<file path="src/rtl/wpr_pkg.sv">
// Shared definitions for the write-protection register controller.
// Assumes an 8-bit register; bit positions are fixed by the readback layout.
package wpr_pkg;
    localparam int REG_W     = 8;
    localparam int BIT_WPEN  = 7;
    localparam int BIT_BLHI  = 4;
    localparam int BIT_BLLO  = 3;
    localparam int BIT_RWEL  = 2;
    localparam int BIT_WEL   = 1;
    localparam int BIT_BUSY  = 0;

    localparam logic [REG_W-1:0] BYTE_CLEAR   = 8'h00;
    localparam logic [REG_W-1:0] BYTE_SET_WEL = 8'h02;
    localparam logic [REG_W-1:0] BYTE_SET_RW  = 8'h06;

    // Decoded effect of one register write.
    typedef enum logic [2:0] {
        CMD_NONE,
        CMD_CLEAR,
        CMD_SET_WEL,
        CMD_SET_RWEL,
        CMD_COMMIT
    } wpr_cmd_t;

    // True when a byte has the commit shape: bits 6:5 zero, bits 2:0 = 010.
    function automatic logic is_commit_shape(input logic [REG_W-1:0] d);
        return (d[6:5] == 2'b00) && (d[2:0] == 3'b010);
    endfunction
endpackage

</file>
<file path="src/rtl/wpr_cmd_decode.sv">
// Classifies a register write byte against the current latch state.
// Assumes the latch and protect inputs are the registered values of this cycle.
module wpr_cmd_decode
    import wpr_pkg::*;
(
    input  logic             wr_en,
    input  logic [REG_W-1:0] wr_data,
    input  logic             wel,
    input  logic             rwel,
    input  logic             hw_lock,
    output wpr_cmd_t         cmd
);
    // Priority: clear, then commit or ignore while unlocked, then latch sets.
    always_comb begin
        cmd = CMD_NONE;
        if (wr_en) begin
            if (wr_data == BYTE_CLEAR) begin
                cmd = CMD_CLEAR;
            end else if (rwel) begin
                if (is_commit_shape(wr_data) && wel && !hw_lock)
                    cmd = CMD_COMMIT;
            end else if (wr_data == BYTE_SET_WEL) begin
                cmd = CMD_SET_WEL;
            end else if (wr_data == BYTE_SET_RW && wel && !hw_lock) begin
                cmd = CMD_SET_RWEL;
            end
        end
    end
endmodule

</file>
<file path="src/rtl/wpr_state.sv">
// Holds the latches, lock field and hardware-protect bit and applies commands.
// Assumes a synchronous active-low reset that stands for power-on.
module wpr_state
    import wpr_pkg::*;
(
    input  logic             clk,
    input  logic             rst_n,
    input  wpr_cmd_t         cmd,
    input  logic [REG_W-1:0] wr_data,
    input  logic             wr_en,
    input  logic             hw_lock,
    output logic             wel_q,
    output logic             rwel_q,
    output logic [1:0]       bl_q,
    output logic             wpen_q
);
    // Register update per decoded command.
    always_ff @(posedge clk) begin
        if (!rst_n) begin
            wel_q  <= 1'b0;
            rwel_q <= 1'b0;
            bl_q   <= 2'b00;
            wpen_q <= 1'b0;
        end else begin
            unique case (cmd)
                CMD_CLEAR: begin
                    wel_q  <= 1'b0;
                    rwel_q <= 1'b0;
                end
                CMD_SET_WEL:  wel_q  <= 1'b1;
                CMD_SET_RWEL: rwel_q <= 1'b1;
                CMD_COMMIT: begin
                    wpen_q <= wr_data[BIT_WPEN];
                    bl_q   <= wr_data[BIT_BLHI:BIT_BLLO];
                    rwel_q <= 1'b0;
                end
                default: ;
            endcase
        end
    end

    assert_rwel_implies_wel_R3: assert property (@(posedge clk) disable iff (!rst_n)
        rwel_q |-> wel_q);

    assert_rwel_rise_R3: assert property (@(posedge clk) disable iff (!rst_n)
        $past(rst_n) && $rose(rwel_q) |-> $past(wel_q) && !$past(hw_lock));

    assert_bl_needs_rwel_R4: assert property (@(posedge clk) disable iff (!rst_n)
        $past(rst_n) && (!$stable(bl_q) || !$stable(wpen_q)) |-> $past(rwel_q));

    assert_hw_freeze_R6: assert property (@(posedge clk) disable iff (!rst_n)
        $past(rst_n) && $past(hw_lock) |-> $stable(bl_q) && $stable(wpen_q) && !$rose(rwel_q));

    assert_clear_R7: assert property (@(posedge clk) disable iff (!rst_n)
        $past(rst_n) && $past(wr_en) && ($past(wr_data) == 8'h00) |-> !wel_q && !rwel_q);
endmodule

</file>
<file path="src/rtl/wpr_lock_decode.sv">
// Decides whether an array address lies in the block-locked top region.
// Assumes ADDR_W >= 2; region sizes are quarter, half and whole array.
module wpr_lock_decode #(
    parameter int ADDR_W = 14
) (
    input  logic [ADDR_W-1:0] addr,
    input  logic [1:0]        bl,
    output logic              locked
);
    localparam int TOP = ADDR_W - 1;

    // Range compare on the top address bits selected by the lock field.
    always_comb begin
        unique case (bl)
            2'b00: locked = 1'b0;
            2'b01: locked = addr[TOP] & addr[TOP-1];
            2'b10: locked = addr[TOP];
            default: locked = 1'b1;
        endcase
    end
endmodule

</file>
<file path="src/rtl/wpr_ctrl.sv">
// Write-protection register controller top: decode, state, lock range, readback.
// Assumes register writes are single-cycle strobes and arr_addr is held stable
// while arr_permit is being used.
module wpr_ctrl
    import wpr_pkg::*;
#(
    parameter int ADDR_W = 14
) (
    input  logic              clk,
    input  logic              rst_n,
    input  logic              reg_wr_en,
    input  logic [7:0]        reg_wr_data,
    input  logic              wp_pin,
    input  logic              busy,
    input  logic [ADDR_W-1:0] arr_addr,
    output logic              arr_permit,
    output logic              arr_wr_enable,
    output logic [7:0]        reg_rdata
);
    logic       wel_q, rwel_q, wpen_q, hw_lock, locked;
    logic [1:0] bl_q;
    wpr_cmd_t   cmd;

    // Hardware protection needs both the stored bit and the pin.
    always_comb hw_lock = wpen_q & wp_pin;

    wpr_cmd_decode u_dec (
        .wr_en   (reg_wr_en),
        .wr_data (reg_wr_data),
        .wel     (wel_q),
        .rwel    (rwel_q),
        .hw_lock (hw_lock),
        .cmd     (cmd)
    );

    wpr_state u_st (
        .clk     (clk),
        .rst_n   (rst_n),
        .cmd     (cmd),
        .wr_data (reg_wr_data),
        .wr_en   (reg_wr_en),
        .hw_lock (hw_lock),
        .wel_q   (wel_q),
        .rwel_q  (rwel_q),
        .bl_q    (bl_q),
        .wpen_q  (wpen_q)
    );

    wpr_lock_decode #(.ADDR_W(ADDR_W)) u_lock (
        .addr   (arr_addr),
        .bl     (bl_q),
        .locked (locked)
    );

    // Array verdict and write-enable result.
    always_comb begin
        arr_permit    = wel_q & ~locked;
        arr_wr_enable = wel_q;
    end

    // Readback byte assembly.
    always_comb begin
        reg_rdata           = '0;
        reg_rdata[BIT_WPEN] = wpen_q;
        reg_rdata[BIT_BLHI] = bl_q[1];
        reg_rdata[BIT_BLLO] = bl_q[0];
        reg_rdata[BIT_RWEL] = rwel_q;
        reg_rdata[BIT_WEL]  = wel_q;
        reg_rdata[BIT_BUSY] = busy;
    end

    assert_unlocked_open_R10: assert property (@(posedge clk) disable iff (!rst_n)
        arr_wr_enable && (reg_rdata[4:3] == 2'b00) |-> arr_permit);

    assert_full_lock_R9: assert property (@(posedge clk) disable iff (!rst_n)
        (reg_rdata[4:3] == 2'b11) |-> !arr_permit);

    assert_reserved_zero_R11: assert property (@(posedge clk) disable iff (!rst_n)
        reg_rdata[6:5] == 2'b00);
endmodule

</file>
<file path="config.mk">
export PLATFORM = sky130hd
export DESIGN_NAME = wpr_ctrl
export DESIGN_NICKNAME = d
export VERILOG_FILES = /design/src/rtl/wpr_pkg.sv /design/src/rtl/wpr_cmd_decode.sv /design/src/rtl/wpr_state.sv /design/src/rtl/wpr_lock_decode.sv /design/src/rtl/wpr_ctrl.sv
export SDC_FILE = /design/constraint.sdc
export NUM_CORES = 1
export LEC_CHECK = 0
export BUFFER_PORTS_ARGS = -buffer_cell sky130_fd_sc_hd__buf_2
export CAP_MARGIN = 20
export CORE_AREA = 2 2 39 41
export DETAILED_ROUTE_END_ITERATION = 10
export DIE_AREA = 0 0 41 43
export PLACE_DENSITY = 0.61
export SYNTH_ARGS = -nofsm -noshare
export SYNTH_HDL_FRONTEND = slang
export SYNTH_SLANG_ARGS = --single-unit
</file>
<file path="constraint.sdc">
create_clock -name clk -period 1.2 [get_ports clk]
set_clock_uncertainty 0.15 [all_clocks]
set_input_delay 0.18 -clock clk [delete_from_list [all_inputs] [get_ports clk]]
set_output_delay 0.18 -clock clk [all_outputs]
set_load 0.02 [all_outputs]
</file>
* After elaboration in Yosys (flattened, before gate mapping)
Cells that the tools add are included. W data, S select, Z words.
Operators by class: eq/ne operators 9, reduce and logical (&&, ||, !) cells 12, bitwise logic cells 4, mux-type cells 9
Operators with widths (number):
- $mux W3 | 5
- $eq A3 B2 Y1 const B | 3
- $eq A8 B2 Y1 const B | 1
- $eq A8 B3 Y1 const B | 1
- $logic_not A8 Y1 | 1
- $logic_and A1 B1 Y1 | 5
- $logic_not A2 Y1 | 2
- $pmux W1 S2 | 2
- $reduce_bool A2 Y1 | 2
- $and A1 B1 Y1 | 3
- $eq A3 B1 Y1 const B | 1
- $eq A3 B3 Y1 const B | 1
- $pmux W1 S3 | 1
- $eq A2 B1 Y1 const B | 1
- $eq A2 B2 Y1 const B | 1
- $mux W2 | 1
- $reduce_or A2 Y1 | 1
- $logic_not A1 Y1 | 1
- $not A1 Y1 | 1
Storage, ports and cells: output and inout bits 10, register bits after elaboration 5, logic and storage cells 38, input bits 27

* Longest topological paths before layout
depth in word-level cells 11, gate-level depth with buffers 5, mapped depth without buffers 4

* By module
Synthesis repeated with hierarchy kept, for this count alone.
Unflattened totals: cell total of the unflattened synthesis 45, area total of the unflattened synthesis 402.9 um^2
By module, submodules not included:
- wpr_state | seq. area each 100.1 um^2, area each 221.5 um^2, cells an instance 23, times used 1
- wpr_cmd_decode | seq. area each 0.0 um^2, area each 98.8 um^2, cells an instance 10, times used 1
- wpr_ctrl | seq. area each 0.0 um^2, area each 68.8 um^2, cells an instance 9, times used 1
- wpr_lock_decode | seq. area each 0.0 um^2, area each 13.8 um^2, cells an instance 3, times used 1

* Least setup slack after synthesis
Ideal clock, no wire load.
path type register -> register, from register u_st.wel_q, to register u_st.bl_q[0], stages on the path, launching flop included 6, setup slack -0.176 ns, library setup time 0.072 ns, clock period less this slack 1.376 ns, data arrival time 1.154 ns, data required time 0.978 ns, path buffers 1, cell sequence dfxtp_1 -> nand2_1 -> a21oi_1 -> and3_1 -> buf_4 -> mux2i_1
Between the ends: longest elaborated chain between the ends 8, elaborated cells between the ends (all ways) 11, classes of those cells eq/ne (1); mux (6); reduce/logical (4)
RTL lines:
- start: declaration | RTL line wpr_state.sv:12 | output logic wel_q,
- start signal: assignment | RTL line wpr_state.sv:20 | wel_q <= 1'b0;
- start signal: assignment | RTL line wpr_state.sv:27 | wel_q <= 1'b0;
- start signal: assignment | RTL line wpr_state.sv:30 | CMD_SET_WEL: wel_q <= 1'b1;
- $logic_and A1 B1 Y1 (2 in series) | RTL line wpr_cmd_decode.sv:24 | end else if (wr_data == BYTE_SET_RW && wel && !hw_lock) begin
- $mux W2 | RTL line wpr_cmd_decode.sv:24
- $mux W3 | RTL line wpr_cmd_decode.sv:22 | end else if (wr_data == BYTE_SET_WEL) begin
- $mux W3 * | RTL line wpr_cmd_decode.sv:19 | end else if (rwel) begin
- $mux W3 * | RTL line wpr_cmd_decode.sv:17 | if (wr_data == BYTE_CLEAR) begin
- $mux W3 * | RTL line wpr_cmd_decode.sv:16 | if (wr_en) begin
- $eq A3 B3 Y1 * | RTL line wpr_state.sv:25 | unique case (cmd)
- end signal: assignment | RTL line wpr_state.sv:34 | bl_q <= wr_data[BIT_BLHI:BIT_BLLO];
- end: declaration | RTL line wpr_state.sv:14 | output logic [1:0] bl_q,
Mark *: on every way between the ends. The rest lies on a longest branch, timed or not. A chain may end at the register's enable or synchronous reset.

* Final worst setup path
from register u_st.bl_q[1], to output arr_permit
Between the ends: longest elaborated chain between the ends 4, elaborated cells between the ends (all ways) 6, classes of those cells eq/ne (2); mux (1); bitwise (2); reduce/logical (1)
RTL lines:
- $eq A2 B2 Y1, or another cell as far along | RTL line wpr_lock_decode.sv:14 | unique case (bl)
- $pmux W1 S3 * | RTL line wpr_lock_decode.sv:14
- $not A1 Y1 * | RTL line wpr_ctrl.sv:57 | arr_permit = wel_q & ~locked;
- $and A1 B1 Y1 * | RTL line wpr_ctrl.sv:57
- end: declaration | RTL line wpr_ctrl.sv:16 | output logic arr_permit,
Marks and branches as above.

==> run_results.csv <==
group,metric,value,unit
setup_path,worst-path-max-fanout,4,
hold_path,holdPathStages,3,
cells_and_area,stdcell_area,509,µm²
sta,period_needed,1310,ps
status,violations,"negative setup slack",
cts,cts_buffers,3,
routing,via_count,355,
cells_and_area,areaGrowthSynthToFinish,58.4,%
yosys,seq_area_frac_synth,0.311,
sta,finalHoldViolations,0,
pwr,power,413,µW
global_routing,grt_pass1_vias,313,
yosys,syn_area,322,µm²
placed_design,port_buffers,20,
cells_and_area,drive_gt1_frac,0.594,
routing,drt_iter0_drc,1,
die,fp.dieW,41,µm
setup_path,start_kind,"flip-flop",
cts,cts_tree,"yes",
sta,hold_ws,51.6,ps
global_routing,grt_antenna_before_repair,0,
status,run_status,"complete, but fails checks",
sta,fin_crit_sh,1.09,
hold_path,hold_end,"u_st.wpen_q",
cells_and_area,diodes,0,
hold_path,min_from,"reg_wr_data[7]",
cells_and_area,fin_util,0.368,
setup_path,r2r_slack,30,ps
setup_path,r2r_start,"u_st.wel_q",
routing,via_per_inst,4.44,
die,ios,37,
routing,wire_per_inst,10.1,µm
setup_path,crit_required,870,ps
routing,drt_wl_total,808,µm
sta,rsz0062_at_grt,"true",
yosys,ys_seq_elements,5,
run,cap_violations,0,
routing,drt-pass1-iter-count,2,
placed_design,globalplace.congestion,0.797,
global_routing,gr-usage-all-layers,0.102,
die,die_area,1760,µm²
sta,tns,-108,ps
cts,cts.sinks,5,
sta,maxSlewViolCount,0,
yosys,avgSynthCellArea,8.04,µm²
global_routing,overflow,0,
cts,ctsHoldBuffers,0,
setup_path,endpoint_kind,"primary output",
die,die_h,43,µm
cts,path_clk_slew,40,ps
pwr,peakVddDrop,0.625,mV
routing,drc,0,
setup_path,crit_type,"flip-flop to primary output",
die,core,1380,µm²
global_routing,grt_pass1_wl,1120,µm
cells_and_area,layout_commonest_cell,"buf_2",
placed_design,placed_cell_area,447,µm²
die,rows,14,
yosys,synth_cells,40,
hold_path,worstHoldPathType,"input pin to flip-flop",
yosys,synth.distinct_cells,17,
cts,clockRootBuffer,"clkbuf_4",
setup_path,r2r_end,"u_st.wpen_q",
placed_design,dp_hpwl,613,µm
routing,drtAntennaViolNets,0,
die,initial_core_util,0.232,
cts,clockBufferDepth,2,
pwr,p_per_area,812,nW/µm²
global_routing,grt_max_degree,8,
sta,max_freq,0.765,GHz
cells_and_area,n_fill_cell,149,
sta,finalSetupViolations,1,
cells_and_area,final_cell_mix,"buf_2 (17), nand2_1 (8), buf_4 (7)",
yosys,synth.yosys.warnings,0,
sta,worst_slack,-108,ps
cells_and_area,nets,92,
setup_path,worstPathArrival,980,ps
pwr,power_leakage,0.246,nW
cts,clkLatencyLatePin,240,ps
cts,htree_num_levels,1,
setup_path,rr_worst_depth,4,
layer usage:
layer  vias to the layer above  share of wire  wire [µm]  track usage
met5                         -              0          0            0
met4                         0          0.047         38        0.100
met3                         6           0.11         85       0.0785
met2                        19           0.48        391        0.144
met1                       152           0.36        293       0.0836
li1                        178              -          -            -
final cells by class:
| class | count | area [µm²] | area share |
|---|---|---|---|
| repair buffers | 26 | 160 | 0.314 |
| clock buffers | 4 | 26.3 | 0.0516 |
| multi-input cells | 27 | 189 | 0.371 |
| inverters | 2 | 7.51 | 0.0147 |
| flip-flops and latches | 5 | 106 | 0.209 |
| well taps | 16 | 20.0 | 0.0393 |
cell families (layout without fill, tap and decap cells):
logic type / after synthesis / in the layout / synth area share
mux: 3 / 3 / 0.0934
compound gates: 7 / 7 / 0.148
buf+inv: 9 / 32 / 0.187
other cells: 1 / 2 / 0.0117
flops: 5 / 5 / 0.311
simple gates: 15 / 15 / 0.249
stage by stage:
step / setup slack, ps / std cells
CTS: -120 / 79
finish: -108 / 80
detailed placement: -255 / 75
floorplan: -58.4 / 41
global route: -147 / 80
global placement: -203 / 75
synth_stat cells (all sizes together):
master	number	share of area
nor4	1	0.019
conb	1	0.012
a41oi	1	0.027
and3	1	0.019
o21a	1	0.023
nand2	9	0.11
and2b	1	0.027
mux2i	3	0.093
nor3	2	0.031
nor4b	1	0.047
inv	2	0.023
a21oi	2	0.031
dfxtp	5	0.31
buf	7	0.16
a21o	1	0.023
a31oi	1	0.019
a211oi	1	0.023
where the power goes:
part	switching [mW]	internal (mW)
clock	0.0699	0.126
combinational	0.0278	0.0252
sequential	0.0000900	0.165
worst max path at each step:
stage	start	to	slack (ps)	cells after the start
detailed placement	reg_wr_data[0]	u_st.wpen_q	-250	5
global placement	reg_wr_data[0]	u_st.wpen_q	-200	5
CTS	u_st.bl_q[1]	arr_permit	-120	3
finish	u_st.bl_q[1]	arr_permit	-110	3
floorplan	reg_wr_data[0]	u_st.bl_q[0]	-60	5
global route	u_st.bl_q[1]	arr_permit	-150	3
sequential cells by signal (all words and copies together) (netlist names):
name / flops
u_st.wpen_q: 1
u_st.wel_q: 1
u_st.rwel_q: 1
u_st.bl_q: 2
repair_timing:
action                                  CTS  global route
buffers inserted                          0             1
pin swaps                                 1             1
endpoints found under the setup margin    6             7
gates resized for setup                   5             7
critical path: stages (launching register included):
cell     delay (ps)
dfxtp_2         320
a21o_1          160
a21oi_2         120
buf_6           130
Power figures use the tool's default switching activity.
